### config.mk
export PLATFORM = sky130hd
export DESIGN_NAME = store_pipe_cache
export DESIGN_NICKNAME = d
export VERILOG_FILES = /design/src/rtl/spc_pkg.sv /design/src/rtl/spc_rst_sync.sv /design/src/rtl/spc_tag_array.sv /design/src/rtl/spc_data_array.sv /design/src/rtl/spc_delay_buf.sv /design/src/rtl/store_pipe_cache.sv
export SDC_FILE = /design/constraint.sdc
export NUM_CORES = 1
export LEC_CHECK = 0
export BUFFER_PORTS_ARGS = -buffer_cell sky130_fd_sc_hd__buf_2
export CELL_PAD_IN_SITES_DETAIL_PLACEMENT = 1
export CELL_PAD_IN_SITES_GLOBAL_PLACEMENT = 1
export CORE_ASPECT_RATIO = 1.5
export CORE_UTILIZATION = 50
export DETAILED_ROUTE_END_ITERATION = 16
export PLACE_DENSITY_LB_ADDON = 0.1
export SKIP_CTS_REPAIR_TIMING = 1
export SYNTH_ARGS = -nofsm -noshare
export SYNTH_HDL_FRONTEND = slang
export SYNTH_SLANG_ARGS = --single-unit
### constraint.sdc
create_clock -name clk -period 6.9 [get_ports clk]
set_input_delay 1.035 -clock clk [delete_from_list [all_inputs] [get_ports clk]]
set_output_delay 1.035 -clock clk [all_outputs]
set_load 0.005 [all_outputs]
### src/rtl/spc_pkg.sv
package spc_pkg;
  typedef enum logic [1:0] {
    ST_IDLE      = 2'd0,
    ST_FILL_REQ  = 2'd1,
    ST_FILL_WAIT = 2'd2
  } fill_state_e;
endpackage

### src/rtl/spc_rst_sync.sv
module spc_rst_sync #(
  parameter int STAGES = 2
) (
  input  logic clk,
  input  logic rst_n,
  output logic rst_n_sync
);
  logic [STAGES-1:0] sync_q;

  always_ff @(posedge clk or negedge rst_n) begin
    if (!rst_n) sync_q <= '0;
    else        sync_q <= {sync_q[STAGES-2:0], 1'b1};
  end

  assign rst_n_sync = sync_q[STAGES-1];
endmodule

### src/rtl/spc_tag_array.sv
module spc_tag_array #(
  parameter int SET_W = 3,
  parameter int TAG_W = 3
) (
  input  logic             clk,
  input  logic             rst_n,
  input  logic [SET_W-1:0] lk_set,
  input  logic [TAG_W-1:0] lk_tag,
  output logic             lk_hit,
  input  logic             upd_en,
  input  logic [SET_W-1:0] upd_set,
  input  logic [TAG_W-1:0] upd_tag
);
  localparam int SETS = 1 << SET_W;

  logic [SETS-1:0]  line_valid_q;
  logic [TAG_W-1:0] line_tag_q [SETS];

  for (genvar s = 0; s < SETS; s++) begin : g_set
    logic set_upd;
    assign set_upd = upd_en && (upd_set == SET_W'(s));

    always_ff @(posedge clk or negedge rst_n) begin
      if (!rst_n)       line_valid_q[s] <= 1'b0;
      else if (set_upd) line_valid_q[s] <= 1'b1;
    end

    always_ff @(posedge clk) begin
      if (set_upd) line_tag_q[s] <= upd_tag;
    end
  end

  assign lk_hit = line_valid_q[lk_set] && (line_tag_q[lk_set] == lk_tag);
endmodule

### src/rtl/spc_data_array.sv
module spc_data_array #(
  parameter int LOC_W  = 5,
  parameter int DATA_W = 16
) (
  input  logic              clk,
  input  logic [LOC_W-1:0]  rd_loc,
  output logic [DATA_W-1:0] rd_data,
  input  logic              wr_en,
  input  logic [LOC_W-1:0]  wr_loc,
  input  logic [DATA_W-1:0] wr_data
);
  localparam int DEPTH = 1 << LOC_W;

  logic [DATA_W-1:0] word_q [DEPTH];

  always_ff @(posedge clk) begin
    if (wr_en) word_q[wr_loc] <= wr_data;
  end

  assign rd_data = word_q[rd_loc];
endmodule

### src/rtl/spc_delay_buf.sv
module spc_delay_buf #(
  parameter int ADDR_W = 8,
  parameter int DATA_W = 16
) (
  input  logic              clk,
  input  logic              rst_n,
  input  logic              park_en,
  input  logic [ADDR_W-1:0] park_addr,
  input  logic [DATA_W-1:0] park_data,
  input  logic              retire_req,
  input  logic [ADDR_W-1:0] probe_addr,
  output logic              probe_match,
  output logic              held_valid,
  output logic [ADDR_W-1:0] held_addr,
  output logic [DATA_W-1:0] held_data,
  output logic              retire_we
);
  logic held_valid_d;

  always_comb begin
    held_valid_d = held_valid;
    if (park_en)         held_valid_d = 1'b1;
    else if (retire_req) held_valid_d = 1'b0;
  end

  always_ff @(posedge clk or negedge rst_n) begin
    if (!rst_n) held_valid <= 1'b0;
    else        held_valid <= held_valid_d;
  end

  always_ff @(posedge clk) begin
    if (park_en) begin
      held_addr <= park_addr;
      held_data <= park_data;
    end
  end

  // A parked word leaves for the array whenever it is replaced or retired.
  assign retire_we   = held_valid && (park_en || retire_req);
  assign probe_match = held_valid && (held_addr == probe_addr);

  p_park_sets_r3: assert property (@(posedge clk) disable iff (!rst_n)
    park_en |=> held_valid);
  p_retire_clears_r8: assert property (@(posedge clk) disable iff (!rst_n)
    (retire_req && !park_en) |=> !held_valid);
endmodule

### src/rtl/store_pipe_cache.sv
module store_pipe_cache
  import spc_pkg::*;
#(
  parameter int ADDR_W = 8,
  parameter int DATA_W = 16,
  parameter int SET_W  = 3,
  parameter int OFF_W  = 2
) (
  input  logic              clk,
  input  logic              rst_n,
  input  logic              req_valid,
  input  logic              req_write,
  input  logic [ADDR_W-1:0] req_addr,
  input  logic [DATA_W-1:0] req_wdata,
  output logic              req_ready,
  input  logic              flush,
  output logic              rsp_valid,
  output logic [DATA_W-1:0] rsp_data,
  output logic              pend_valid,
  output logic              mem_req,
  output logic              mem_we,
  output logic [ADDR_W-1:0] mem_addr,
  output logic [DATA_W-1:0] mem_wdata,
  input  logic              mem_ready,
  input  logic              mem_rvalid,
  input  logic [DATA_W-1:0] mem_rdata
);
  localparam int TAG_W = ADDR_W - SET_W - OFF_W;
  localparam int LOC_W = SET_W + OFF_W;

  logic rst_n_i;

  fill_state_e       state_q, state_d;
  logic [OFF_W-1:0]  cnt_q, cnt_d;
  logic [ADDR_W-1:0] miss_addr_q;
  logic [DATA_W-1:0] capt_q;
  logic [DATA_W-1:0] rsp_data_d;
  logic              rsp_valid_d;

  logic idle, accept, tag_hit;
  logic st_hit, st_miss, ld_hit, ld_miss, flush_idle;
  logic retire_req, retire_we, fwd_hit;
  logic refill_we, fill_last, capt_en;
  logic [ADDR_W-1:0] held_addr;
  logic [DATA_W-1:0] held_data, arr_rdata;
  logic              arr_we;
  logic [LOC_W-1:0]  arr_wloc;
  logic [DATA_W-1:0] arr_wdata;

  spc_rst_sync #(.STAGES(2)) u_rst (
    .clk(clk), .rst_n(rst_n), .rst_n_sync(rst_n_i)
  );

  // Request classification
  assign idle       = (state_q == ST_IDLE);
  assign req_ready  = idle && mem_ready;
  assign accept     = req_valid && req_ready;
  assign st_hit     = accept && req_write && tag_hit;
  assign st_miss    = accept && req_write && !tag_hit;
  assign ld_hit     = accept && !req_write && tag_hit;
  assign ld_miss    = accept && !req_write && !tag_hit;
  assign flush_idle = idle && flush && !accept;
  assign retire_req = ld_miss || flush_idle;

  spc_tag_array #(.SET_W(SET_W), .TAG_W(TAG_W)) u_tags (
    .clk(clk), .rst_n(rst_n_i),
    .lk_set(req_addr[OFF_W +: SET_W]),
    .lk_tag(req_addr[ADDR_W-1 -: TAG_W]),
    .lk_hit(tag_hit),
    .upd_en(fill_last),
    .upd_set(miss_addr_q[OFF_W +: SET_W]),
    .upd_tag(miss_addr_q[ADDR_W-1 -: TAG_W])
  );

  spc_delay_buf #(.ADDR_W(ADDR_W), .DATA_W(DATA_W)) u_hold (
    .clk(clk), .rst_n(rst_n_i),
    .park_en(st_hit), .park_addr(req_addr), .park_data(req_wdata),
    .retire_req(retire_req),
    .probe_addr(req_addr), .probe_match(fwd_hit),
    .held_valid(pend_valid), .held_addr(held_addr), .held_data(held_data),
    .retire_we(retire_we)
  );

  // Array write port: parked word (idle only) or refill word (fill only)
  assign refill_we = (state_q == ST_FILL_WAIT) && mem_rvalid;
  assign fill_last = refill_we && (&cnt_q);
  assign capt_en   = refill_we && (cnt_q == miss_addr_q[OFF_W-1:0]);
  assign arr_we    = retire_we || refill_we;
  assign arr_wloc  = retire_we ? held_addr[LOC_W-1:0]
                               : {miss_addr_q[OFF_W +: SET_W], cnt_q};
  assign arr_wdata = retire_we ? held_data : mem_rdata;

  spc_data_array #(.LOC_W(LOC_W), .DATA_W(DATA_W)) u_data (
    .clk(clk),
    .rd_loc(req_addr[LOC_W-1:0]), .rd_data(arr_rdata),
    .wr_en(arr_we), .wr_loc(arr_wloc), .wr_data(arr_wdata)
  );

  // Backing-memory port
  always_comb begin
    mem_req   = 1'b0;
    mem_we    = 1'b0;
    mem_addr  = req_addr;
    mem_wdata = req_wdata;
    if (idle && req_valid && req_write) begin
      mem_req = 1'b1;
      mem_we  = 1'b1;
    end else if (state_q == ST_FILL_REQ) begin
      mem_req  = 1'b1;
      mem_addr = {miss_addr_q[ADDR_W-1:OFF_W], cnt_q};
    end
  end

  // Refill sequencing
  always_comb begin
    state_d = state_q;
    cnt_d   = cnt_q;
    case (state_q)
      ST_IDLE: begin
        if (ld_miss) begin
          state_d = ST_FILL_REQ;
          cnt_d   = '0;
        end
      end
      ST_FILL_REQ: begin
        if (mem_ready) state_d = ST_FILL_WAIT;
      end
      ST_FILL_WAIT: begin
        if (mem_rvalid) begin
          if (&cnt_q) state_d = ST_IDLE;
          else begin
            cnt_d   = cnt_q + 1'b1;
            state_d = ST_FILL_REQ;
          end
        end
      end
      default: state_d = ST_IDLE;
    endcase
  end

  // Response selection
  always_comb begin
    rsp_valid_d = ld_hit || fill_last;
    if (ld_hit)       rsp_data_d = fwd_hit ? held_data : arr_rdata;
    else if (capt_en) rsp_data_d = mem_rdata;
    else              rsp_data_d = capt_q;
  end

  always_ff @(posedge clk or negedge rst_n_i) begin
    if (!rst_n_i) begin
      state_q   <= ST_IDLE;
      cnt_q     <= '0;
      rsp_valid <= 1'b0;
    end else begin
      state_q   <= state_d;
      cnt_q     <= cnt_d;
      rsp_valid <= rsp_valid_d;
    end
  end

  always_ff @(posedge clk) begin
    if (ld_miss)     miss_addr_q <= req_addr;
    if (capt_en)     capt_q      <= mem_rdata;
    if (rsp_valid_d) rsp_data    <= rsp_data_d;
  end

  // Assertions
  p_one_writer_r4: assert property (@(posedge clk) disable iff (!rst_n_i)
    !(retire_we && refill_we));
  p_park_retires_r4: assert property (@(posedge clk) disable iff (!rst_n_i)
    (st_hit && pend_valid) |-> retire_we);
  p_fill_empty_r7: assert property (@(posedge clk) disable iff (!rst_n_i)
    !idle |-> (!pend_valid && !req_ready));
  p_store_to_mem_r2: assert property (@(posedge clk) disable iff (!rst_n_i)
    (accept && req_write) |-> (mem_req && mem_we && mem_addr == req_addr));
  p_hit_rsp_r6: assert property (@(posedge clk) disable iff (!rst_n_i)
    ld_hit |=> rsp_valid);
  p_miss_keeps_r5: assert property (@(posedge clk) disable iff (!rst_n_i)
    st_miss |=> $stable(pend_valid));
  p_flush_r8: assert property (@(posedge clk) disable iff (!rst_n_i)
    flush_idle |=> !pend_valid);
endmodule

* Yosys cells after proc, flatten, opt, wreduce, memory -nomap -nowiden
Memory sizes are Yosys's and may differ from the RTL's. Index checks and enable logic that the tools add are counted.
Word-level totals: bits in latches 0, output and inout bits 45, logic and storage cells 146, memories 2, bits in writable memories 536, bits in read-only memories 0, register bits after elaboration 80, input port bits 47
Operators by class: multiply operators 0, equal/unequal tests 16, reductions and logical operators 46, $lt $le $gt $ge 1, divide/modulo/power cells 0, bitwise operators 0, add/subtract/negate cells 1, multiplexer cells 62, shift-type cells 0
Memories:
- u_data.word_q | words 32, bits a word 16, rd ports 1, clocked after Yosys merged registers in 0, write ports 1, line spc_data_array.sv:14 | logic [DATA_W-1:0] word_q [DEPTH];
- u_tags.line_tag_q | words 8, bits a word 3, rd ports 1, clocked after Yosys merged registers in 0, write ports 1, line spc_tag_array.sv:17 | logic [TAG_W-1:0] line_tag_q [SETS];
Operators by type and width (number):
- $mux 16 | 4
- $mux 3 | 14
- $mux 1 | 32
- $logic_and 1x1->1 | 25
- $reduce_or 3->1 | 7
- $mux 8 | 2
- $eq 3x3->1 const B | 4
- $mux 2 | 6
- $eq 8x8->1 | 1
- $eq 3x2->1 const B | 2
- $ne 2x2->1 const B | 3
- $pmux 2 s3 | 1
- $mux 5 | 1
- $logic_or 1x1->1 | 4
- $lt 3x4->1 const B | 1
- $pmux 2 s2 | 1
- $reduce_and 4->1 | 1
- $reduce_bool 2->1 | 2
- $bmux 1 s3 | 1
- $eq 3x1->1 const B | 1
- $eq 3x3->1 | 1
- $logic_not 1->1 | 3
- $logic_not 3->1 | 1
- $reduce_and 3->1 | 1
- other kinds (7) | 7

* Depth between registers and ports, before layout
Gate-level depths: netlist (run 1).
depth in word-level cells 14, mapped depth 11, gate-level depth less buffers 8

* By module
Synthesis (run 1) repeated with hierarchy kept, for this count alone.
Second synthesis, totals: cells, all modules 1492, area, all modules 25175.4 µm²
By module, submodules not included:
- spc_data_array | cells an instance 1127, sequential area each 15374.7 µm², area each 20215.6 µm², times used 1
- store_pipe_cache | cells an instance 243, sequential area each 1166.1 µm², area each 2703.8 µm², times used 1
- spc_tag_array | cells an instance 79, sequential area each 920.9 µm², area each 1342.5 µm², times used 1
- spc_delay_buf | cells an instance 40, sequential area each 745.7 µm², area each 859.6 µm², times used 1
- spc_rst_sync | cells an instance 3, sequential area each 50.0 µm², area each 53.8 µm², times used 1

* Least setup slack after synthesis (run 1)
No wires, ideal clock.
kind input -> register, start input req_addr[2], end memory u_data.word_q[22][0], enable pin, path buffers 1, setup time 389 ps, required time 6511 ps, stages 9, arrival time 4116 ps, slack 2396 ps, path through buf_4 mux4_2 mux2i_1 xor2_1 nand2_1 or4_1 a31oi_4 mux2_2 nor2_1
On the way: word-level cells in the longest chain between the ends 11, elaborated cells between the ends (all ways) 15, classes of those cells eq/ne (1); mux (5); reduce/logical (8); memory (1)
Ends and longest elaborated chain:
- start, declared | line store_pipe_cache.sv:13 | input logic [ADDR_W-1:0] req_addr,
- $mem_v2 8x3 or $bmux 1 s3 (tied branches)
- $eq 3x3->1 or $mux 1 (tied branches) | line spc_tag_array.sv:33 | assign lk_hit = line_valid_q[lk_set] && (line_tag_q[lk_set] == lk_tag);
- $logic_and 1x1->1 * | line spc_tag_array.sv:33
- $logic_not 1->1 | line store_pipe_cache.sv:61 | assign ld_miss = accept && !req_write && !tag_hit;
- $logic_and 1x1->1 | line store_pipe_cache.sv:61
- $logic_or 1x1->1 | line store_pipe_cache.sv:63 | assign retire_req = ld_miss || flush_idle;
- $logic_or 1x1->1 * | line spc_delay_buf.sv:39 | assign retire_we = held_valid && (park_en || retire_req);
- $logic_and 1x1->1 * | line spc_delay_buf.sv:39
- $logic_or 1x1->1 | line store_pipe_cache.sv:88 | assign arr_we = retire_we || refill_we;
- $mux 1 | line spc_data_array.sv:17 | if (wr_en) word_q[wr_loc] <= wr_data;
- $mux 1 (not written as such) | line spc_data_array.sv:17
- end, declared | line spc_data_array.sv:14
Mark *: on every way between the ends. The rest lies on a longest branch, timed or not. The select of a mux whose other input is x is not followed.

* Final worst setup path (run 1)
start input req_addr[2], end memory u_data.word_q[3][4], enable pin
The elaborated chain is that of the path after synthesis.

==> impl_metrics.yaml, run 1 <==
routing:
  drtAntennaViolNets: 0
  wl_microns: 56600
  routed_via_density: 6.00
  drt_iter0_markers: 801
  wl_per_cell_microns: 30.0
  dr.pass1.iters: 5
  vias: 11300
  drc: 0
synth:
  synthArstFlopShare: 0.0260
  synth_cell_types: 41
  yosysMostFrequentCell: "edfxtp_1"
  synth_edf_count: 584
  synth-main-ff-cell: "edfxtp_1"
  synth_area_sq_um: 24300
  syn_area_per_cell_sq_um: 21.6
  yosysTopAreaCellShare: 0.723
  ys_ff_latch: 616
  netlist_top_cells_count: "edfxtp_1 (584), mux4_2 (166), nor2_1 (68)"
  seq_area_frac_synth: 0.752
  yosys.area.top_type: "edfxtp_1"
  synthCells: 1125
  syn_nets: 1173
  synthTopCellsByArea: "edfxtp_1 (72%), mux4_2 (15%), mux2_2 (2.6%)"
  yosysWarnings: 0
sta:
  finalSetupTns_ns: 0
  finalSetupViolations: 0
  setup_slack_ns: 2.22
  slew_violations: 0
  post-route-period-util: 0.678
  rsz0062_at_grt: "no"
  tightestPinTransition_ns: 1.27
  maxSlewHeadroom: 0.150
  finalHoldViolCount: 0
  post-route-min-period_ns: 4.68
  fin_worst_skew_ns: 0.0209
  max_freq_mhz: 214
placed_design:
  place_ws_ns: 1.58
  port_buffers: 91
  globalplace.congestion: 0.806
  dp.cells: 1781
  dp_hpwl_microns: 36600
clock_tree:
  ctsHtreeMaxLevel: 2
  clk_latency_ns: 0.59
  clk_pin_slew_ns: 0.06
  cts.path.max_buffers: 3
  cts_sinks: 616
  clock-root-buffer: "clkbuf_16"
  cts_tree: "done"
  numCtsBuffers: 56
power_and_ir_drop:
  power_density_nw_per_um2: 289
  irDropWorstVdd_v: 0.000217
  total_leakage_power_nw: 8.91
  total_power_mw: 7.91
floorplanning:
  num_rows: 98
  io_pins: 92
  core_sq_um: 47800
  design.die.area_sq_um: 49400
  die_x_microns: 182
  die_height_microns: 272
  initial_core_util: 0.507
worst_setup_path:
  cp-start-kind: "input port"
  slowest_delay_ns: 0.90
  slowest_stage: "nor2_2"
  path_depth: 9
  reg2reg_slack_ns: 2.58
  end_kind: "flop"
  path_max_fanout: 16
  crit_required_ns: 7.10
  critPathKind: "in2reg"
  r2r-start: "u_tags.line_tag_q[6][2]$_DFFE_PP_"
  reg2regPathDepth: 8
  arrival_ns: 4.88
  crit_buf_inv: 1
  critPathTopFamily: "simple AND/OR/NAND/NOR gates"
  r2r-end: "u_data.word_q[3][4]$_DFFE_PP_"
  cp_cell_sequence: "buf_4 > mux4_2 > mux2i_1 > xor2_1 > nand2_1 > or4_1 > a31oi_4 > a31oi_1 > nor2_2"
finish:
  num_antenna_cells: 0
  fill_cells: 4034
  area_delta_synth_final_pct: 12.8
  nets: 1287
  fin_cells: 1886
  drive_above_1_share: 0.371
run:
  cap_violations: 0
grt:
  grt_max_degree: 81
  grt_antenna_before_repair: 1
  grt_pass1_vias: 12100
  grt-ovfl-total: 0
  grt_pass1_wl_microns: 83700
  gr-usage-all-layers: 0.237
run_status:
  status: "finished, final reports clean"
worst_hold_path:
  holdCritPathClass: "in2async"
-- layout make-up --
type / instances / area, sq um / share of cell area
tap: 600 / 751 / 0.0274
sequential: 616 / 18300 / 0.667
clock inverter: 35 / 325 / 0.0119
timing repair buffer: 132 / 793 / 0.0290
multi-input combinational: 429 / 5720 / 0.209
inverter: 4 / 15.0 / 0.000549
clock buffer: 70 / 1500 / 0.0547
-- worst max-delay path by stage --
stage	start	to	slack, ns
detailed placement	req_addr[2]	u_data.word_q[3][6]$_DFFE_PP_	1.58
floorplan	req_addr[2]	u_data.word_q[22][0]$_DFFE_PP_	2.40
global route	req_addr[3]	u_data.word_q[3][4]$_DFFE_PP_	1.96
global placement	req_addr[3]	u_data.word_q[3][6]$_DFFE_PP_	1.69
finish	req_addr[2]	u_data.word_q[3][4]$_DFFE_PP_	2.22
CTS	req_addr[2]	u_data.word_q[3][4]$_DFFE_PP_	2.19
-- metrics by stage --
step | hold WS [ns] | utilization | area, sq um
floorplan | 0.174 | - | 24300
global placement | 0.263 | 0.534 | 25500
detailed placement | 0.272 | 0.534 | 25500
CTS | 0.189 | 0.572 | 27400
global route | 0.201 | 0.572 | 27400
finish | 0.223 | 0.572 | 27400
-- sequential cells by signal (all words and copies together), names as in the netlist --
register	count
capt_q	16
cnt_q	2
miss_addr_q	8
rsp_data	16
rsp_valid	1
state_q	2
u_data.word_q	512
u_hold.held_addr	8
u_hold.held_data	16
u_hold.held_valid	1
u_rst.sync_q	2
u_tags.line_tag_q	24
u_tags.line_valid_q	8
-- report_power, final --
part           internal, mW  leakage, nW  switching [mW]
clock                  1.76        0.884            1.33
combinational         0.266         2.42           0.315
sequential             4.18         5.60          0.0515
-- metal layers --
metal / routed length, microns / GRT usage / share of wire
met5: 0 / 0 / 0
met4: 1330 / 0.0632 / 0.023
met3: 2470 / 0.0351 / 0.044
met2: 29200 / 0.409 / 0.52
met1: 23600 / 0.317 / 0.42
-- layout by cell type, fill, tap and decap left out, drive strengths merged, types with 6 or more instances in the layout --
| cell | instances |
|---|---|
| dfxtp | 16 |
| nand3 | 6 |
| clkinv | 26 |
| nor3 | 10 |
| edfxtp | 584 |
| a21oi | 18 |
| xor2 | 11 |
| nor2 | 68 |
| dfrtp | 16 |
| mux2 | 59 |
| mux4 | 166 |
| nand2 | 14 |
| mux2i | 29 |
| or2 | 10 |
| clkbuf | 71 |
| bufinv | 6 |
| buf | 131 |
-- logic make-up (layout without fill, tap and decap cells) --
group	Yosys count	count (layout)	share of synthesized area
mux	254	254	0.193
fa+ha+maj	1	1	0.000516
flops	616	616	0.752
buf+inv	80	241	0.0156
xor+xnor	13	13	0.00469
compound gates	32	32	0.00861
simple gates	128	128	0.0245
other cells	1	1	0.000155
Note: power is estimated with default switching activity, not from simulation.
==> run 2, diff against run 1 <==
clock period = 4.4 ns   (was 6.9 ns; I/O delays follow)
==> run 2 against run 1 <==
Setup slack worse by 1.6 ns. Total power is 57% higher. First-iteration DRC count is 20% higher. Sequential share of layout area is 1.0 points lower. Final cell count is 2.3% higher. Largest cell class unchanged.
==> impl_metrics.yaml, run 2 (synthesis gave the netlist of run 1 again) <==
run_status:
  status: "finished, final reports clean"
placed_design:
  globalplace.congestion: 0.795
  dp_hpwl_microns: 37600
  placed_area_sq_um: 25900
  port_buffers: 91
sta:
  finalSetupViolations: 0
  maxSlewHeadroom: 0.271
  fin_worst_skew_ns: 0.0140
  finalSetupTns_ns: 0
  tightestPinTransition_ns: 1.09
  slew_violations: 0
  max_freq_mhz: 265
  rsz0062_at_grt: "no"
  post-route-period-util: 0.858
  finalHoldViolCount: 0
  post-route-min-period_ns: 3.78
routing:
  top_layer: "met4"
  routed_via_density: 6.04
  wl_microns: 58500
  wl_per_cell_microns: 30.3
  dr_wl_met3_microns: 3330
  drc: 0
  drtAntennaViolNets: 0
  met2_length_microns: 30100
  wl_met1_microns: 23500
  vias: 11600
  dr.pass1.iters: 5
  drt_iter0_markers: 959
worst_setup_path:
  path_max_fanout: 13
  critPathKind: "reg2reg"
  cp-start-kind: "flop"
  arrival_ns: 4.07
  end_kind: "flop"
  crit_required_ns: 4.69
finish:
  area_delta_synth_final_pct: 14.5
  regMostFlops: "u_data.word_q"
  final_cell_mix: "edfxtp_1 (584), mux4_2 (166), buf_2 (88), buf_4 (69), clkbuf_16 (59)"
  drive_above_1_share: 0.394
  final_area_sq_um: 27800
  nets: 1326
  largest_register_ffs: 512
  mostFrequentLayoutCell: "edfxtp_1"
  fill_cells: 4017
  reg.largest.list: "u_data.word_q (512), u_tags.line_tag_q (24)"
clock_tree:
  cts_sinks: 616
  cts.path.max_buffers: 3
  cts_tree: "done"
  numCtsBuffers: 58
  clk_pin_slew_ns: 0.06
  clock-root-buffer: "clkbuf_16"
  ctsHtreeMaxLevel: 2
  clk_latency_ns: 0.62
power_and_ir_drop:
  irDropWorstVdd_v: 0.000344
  total_leakage_power_nw: 9.15
  total_power_mw: 12.4
  power_density_nw_per_um2: 448
grt:
  grt_max_degree: 48
  gr-usage-all-layers: 0.245
  grt_pass1_wl_microns: 85200
  grt_antenna_before_repair: 0
  grt_pass1_vias: 12400
  grt-ovfl-total: 0
floorplanning:
  initial_core_util: 0.507
  io_pins: 92
  core_sq_um: 47800
  num_rows: 98
  die_x_microns: 182
  die_height_microns: 272
  design.die.area_sq_um: 49400
worst_hold_path:
  holdCritPathClass: "in2reg"
run:
  cap_violations: 0
[run 2: cell types whose count changed in the layout (fill, tap and decap cells not counted), sizes merged]
cell | before | now
clkbuf | 71 | 70
inv | 4 | 5
diode | 0 | 1
bufinv | 6 | 4
clkinv | 26 | 33
buf | 131 | 167
dlygate4sd3 | 0 | 1
[run 2: worst paths after layout]
path / from / to / slack (ns) / cells after the start
min reg2reg: u_rst.sync_q[1]$_DFF_PN0_ / rsp_valid$_DFF_PN0_ / 0.26 / 0
max reg2reg: u_tags.line_tag_q[7][2]$_DFFE_PP_ / u_data.word_q[13][7]$_DFFE_PP_ / 0.62 / 11
min in group asynchronous: u_rst.sync_q[1]$_DFF_PN0_ / rsp_valid$_DFF_PN0_ / 0.26 / 0
max: u_tags.line_tag_q[7][2]$_DFFE_PP_ / u_data.word_q[13][7]$_DFFE_PP_ / 0.62 / 11
min: req_wdata[11] / u_hold.held_data[11]$_DFFE_PP_ / 0.23 / 1
max in group asynchronous: u_rst.sync_q[1]$_DFF_PN0_ / u_tags.line_valid_q[7]$_DFFE_PN0P_ / 3.72 / 0
[run 2: metal layers]
metal | vias up | global-route usage
met5 | - | 0
met1 | 6228 | 0.320
met4 | 0 | 0.0716
li1 | 4945 | -
met3 | 87 | 0.0431
met2 | 387 | 0.422
[run 2: final cells by class]
cell class                      instances  area, sq um  area share
Sequential cell                       616        18300       0.657
Tap cell                              600          751      0.0270
Timing Repair Buffer                  169         1170      0.0423
Inverter                                4         15.0    0.000541
Clock inverter                         41          343      0.0123
Clock buffer                           69         1510      0.0545
Multi-Input combinational cell        429         5720       0.206
Antenna cell                            1         2.50   0.0000901
[run 2: critical path, cell delays in order (launching register included)]
cell	delay [ns]
edfxtp_1	0.37
mux4_2	0.47
mux2i_1	0.17
xor2_1	0.19
nand2_1	0.09
or4_1	0.58
a31oi_4	0.38
buf_4	0.32
mux2i_1	0.11
buf_4	0.17
nor2_2	0.25
buf_4	0.34
[run 2: metrics by stage]
step                      worst slack [ns]  utilization  std cells  hold slack (ns)
after detailed placement            0.0715        0.542       1817            0.271
after CTS                            0.594        0.581       1927           -0.213
after global routing                 0.428        0.581       1928            0.218
after floorplan                      0.271            -       1125            0.174
after global placement               0.124        0.542       1817            0.265
final                                0.624        0.581       1929            0.232
[run 2: report_power, final]
| part | total [mW] | internal [mW] | switching (mW) |
|---|---|---|---|
| Sequential | 6.64 | 6.56 | 0.0854 |
| Combinational | 0.925 | 0.435 | 0.490 |
| Clock | 4.88 | 2.71 | 2.17 |
| Total | 12.4 | 9.70 | 2.75 |
==> run 3, diff against run 2 <==
CTS_BUF_LIST = sky130_fd_sc_hd__clkbuf_8   (was default)
==> run 3 against run 2 <==
Clock skew increased by 0.015 ns. Clock-buffer cell count increased by 24. Fmax shrank 1.4%. Via count is 2.1% higher. Sequential power is essentially flat. Non-clock buffer count unchanged. Clock power down 8.8%.
==> impl_metrics.yaml, run 3 (synthesis gave the netlist of run 1 again) <==
routing:
  vias: 11900
  dr.pass1.iters: 5
  drc: 0
  drtAntennaViolNets: 0
  wl_per_cell_microns: 29.8
  wl_microns: 59100
  drt_iter0_markers: 889
  routed_via_density: 5.99
finish:
  fill_cells: 4075
  final_cell_mix: "edfxtp_1 (584), mux4_2 (166), clkbuf_8 (94), buf_2 (88), buf_4 (69)"
  mostFrequentLayoutCell: "edfxtp_1"
  drive_above_1_share: 0.401
  regMostFlops: "u_data.word_q"
  seqCellArea_sq_um: 18300
  utilization: 0.578
  multi_input_area_sq_um: 5720
  reg.largest.list: "u_data.word_q (512), u_tags.line_tag_q (24)"
  largest_register_ffs: 512
  nets: 1360
  area_delta_synth_final_pct: 13.9
floorplanning:
  design.die.area_sq_um: 49400
  die_x_microns: 182
  die_height_microns: 272
  num_rows: 98
  io_pins: 92
  initial_core_util: 0.507
  core_sq_um: 47800
worst_setup_path:
  reg2reg_slack_ns: 0.57
  end_kind: "flop"
  slowest_stage: "or4_1"
  critPathKind: "reg2reg"
  critical_path.endpoint: "u_data.word_q[13][13]$_DFFE_PP_"
  cp-startpoint: "u_tags.line_tag_q[2][2]$_DFFE_PP_"
  crit_required_ns: 4.74
  path_max_fanout: 13
  r2r-end: "u_data.word_q[13][13]$_DFFE_PP_"
  critPathTopFamily: "simple AND/OR/NAND/NOR gates"
  reg2regPathDepth: 11
  crit_buf_inv: 3
  path_depth: 11
  slowest_delay_ns: 0.58
  cp-start-kind: "flop"
  cp_cell_sequence: "mux4_2 > mux2i_1 > xor2_1 > nand2_1 > or4_1 > a31oi_4 > buf_4 > mux2i_1 > buf_4 > nor2_2 > buf_4"
  arrival_ns: 4.17
  path_common_cell: "buf_4"
  r2r-start: "u_tags.line_tag_q[2][2]$_DFFE_PP_"
grt:
  grt_max_degree: 48
  grt_pass1_wl_microns: 86200
  gr-usage-all-layers: 0.249
  grt_pass1_vias: 12600
  grt_antenna_before_repair: 1
  grt-ovfl-total: 0
worst_hold_path:
  worstHoldPathCells: 1
  holdCritPathClass: "in2reg"
sta:
  finalSetupViolations: 0
  rsz0062_at_grt: "no"
  maxSlewHeadroom: 0.273
  post-route-period-util: 0.871
  slew_violations: 0
  fin_worst_skew_ns: 0.0291
  finalHoldViolCount: 0
  max_freq_mhz: 261
  post-route-min-period_ns: 3.83
  setup_slack_ns: 0.569
  tightestPinTransition_ns: 1.09
  finalSetupTns_ns: 0
placed_design:
  globalplace.congestion: 0.795
  place_ws_ns: 0.0715
  port_buffers: 91
  dp_hpwl_microns: 37600
power_and_ir_drop:
  p_int_mw: 9.22
  total_power_mw: 12.0
  switching_share: 0.232
  p_clk_frac: 0.370
  total_leakage_power_nw: 9.22
  irDropWorstVdd_v: 0.000232
  power_frac_comb: 0.077
  p_seq_frac: 0.553
  p_sw_mw: 2.79
  power_density_nw_per_um2: 435
run:
  cap_violations: 0
clock_tree:
  cts_tree: "done"
  clk_pin_slew_ns: 0.06
  cts_sinks: 616
  ctsHtreeMaxLevel: 3
  cts.path.max_buffers: 3
  clk_latency_ns: 0.69
  clock-root-buffer: "clkbuf_8"
  numCtsBuffers: 92
run_status:
  status: "finished, final reports clean"
[run 3: through the flow]
step	instance area [sq um]	hold slack [ns]	std cells
final	27600	0.154	1986
after CTS	27600	-0.301	1984
after global placement	25900	0.265	1817
after floorplan	24300	0.174	1125
after global routing	27600	0.143	1986
after detailed placement	25900	0.271	1817
[run 3: how the worst min path moves through the flow]
stage	from	to	slack (ns)
6_report	req_wdata[11]	u_hold.held_data[11]$_DFFE_PP_	0.15
5_1_grt	req_wdata[11]	u_hold.held_data[11]$_DFFE_PP_	0.14
4_1_cts	rst_n	u_rst.sync_q[0]$_DFF_PN0_	-0.30
3_5_place_dp	u_rst.sync_q[1]$_DFF_PN0_	rsp_valid$_DFF_PN0_	0.27
3_3_place_gp	u_rst.sync_q[1]$_DFF_PN0_	rsp_valid$_DFF_PN0_	0.27
2_1_floorplan	u_rst.sync_q[1]$_DFF_PN0_	cnt_q[0]$_DFFE_PN0P_	0.17
[run 3: power by group through the flow]
stage | sequential [mW] | clock [mW] | combinational [mW]
3_5_place_dp | 6.77 | 0 | 0.933
4_1_cts | 6.65 | 4.57 | 0.938
2_1_floorplan | 6.71 | 0 | 0.638
5_1_grt | 6.66 | 4.77 | 0.994
3_3_place_gp | 6.76 | 0 | 0.913
6_report | 6.65 | 4.45 | 0.926
[run 3: cell type report]
cell class / count / share of cell area
inverters: 4 / 0.000543
clock buffers: 93 / 0.0463
repair buffers: 169 / 0.0425
multi-input cells: 429 / 0.207
flip-flops and latches: 616 / 0.660
diodes: 1 / 0.0000905
clock inverters: 74 / 0.0160
well taps: 600 / 0.0272
[run 3: metal layers]
layer  track usage  vias up  share of wire
li1              -     5022              -
met1         0.326     6386           0.41
met2         0.420      385           0.51
met3        0.0412       95          0.052
met4        0.0951        0          0.027
met5             0        -              0
[run 3: worst register-to-register path, stage by stage (launching register included)]
cell and delay (ns):
edfxtp_1 0.39, mux4_2 0.46, mux2i_1 0.17, xor2_1 0.19, nand2_1 0.09, or4_1 0.58, a31oi_4 0.40, buf_4 0.34
mux2i_1 0.11, buf_4 0.17, nor2_2 0.25, buf_4 0.36
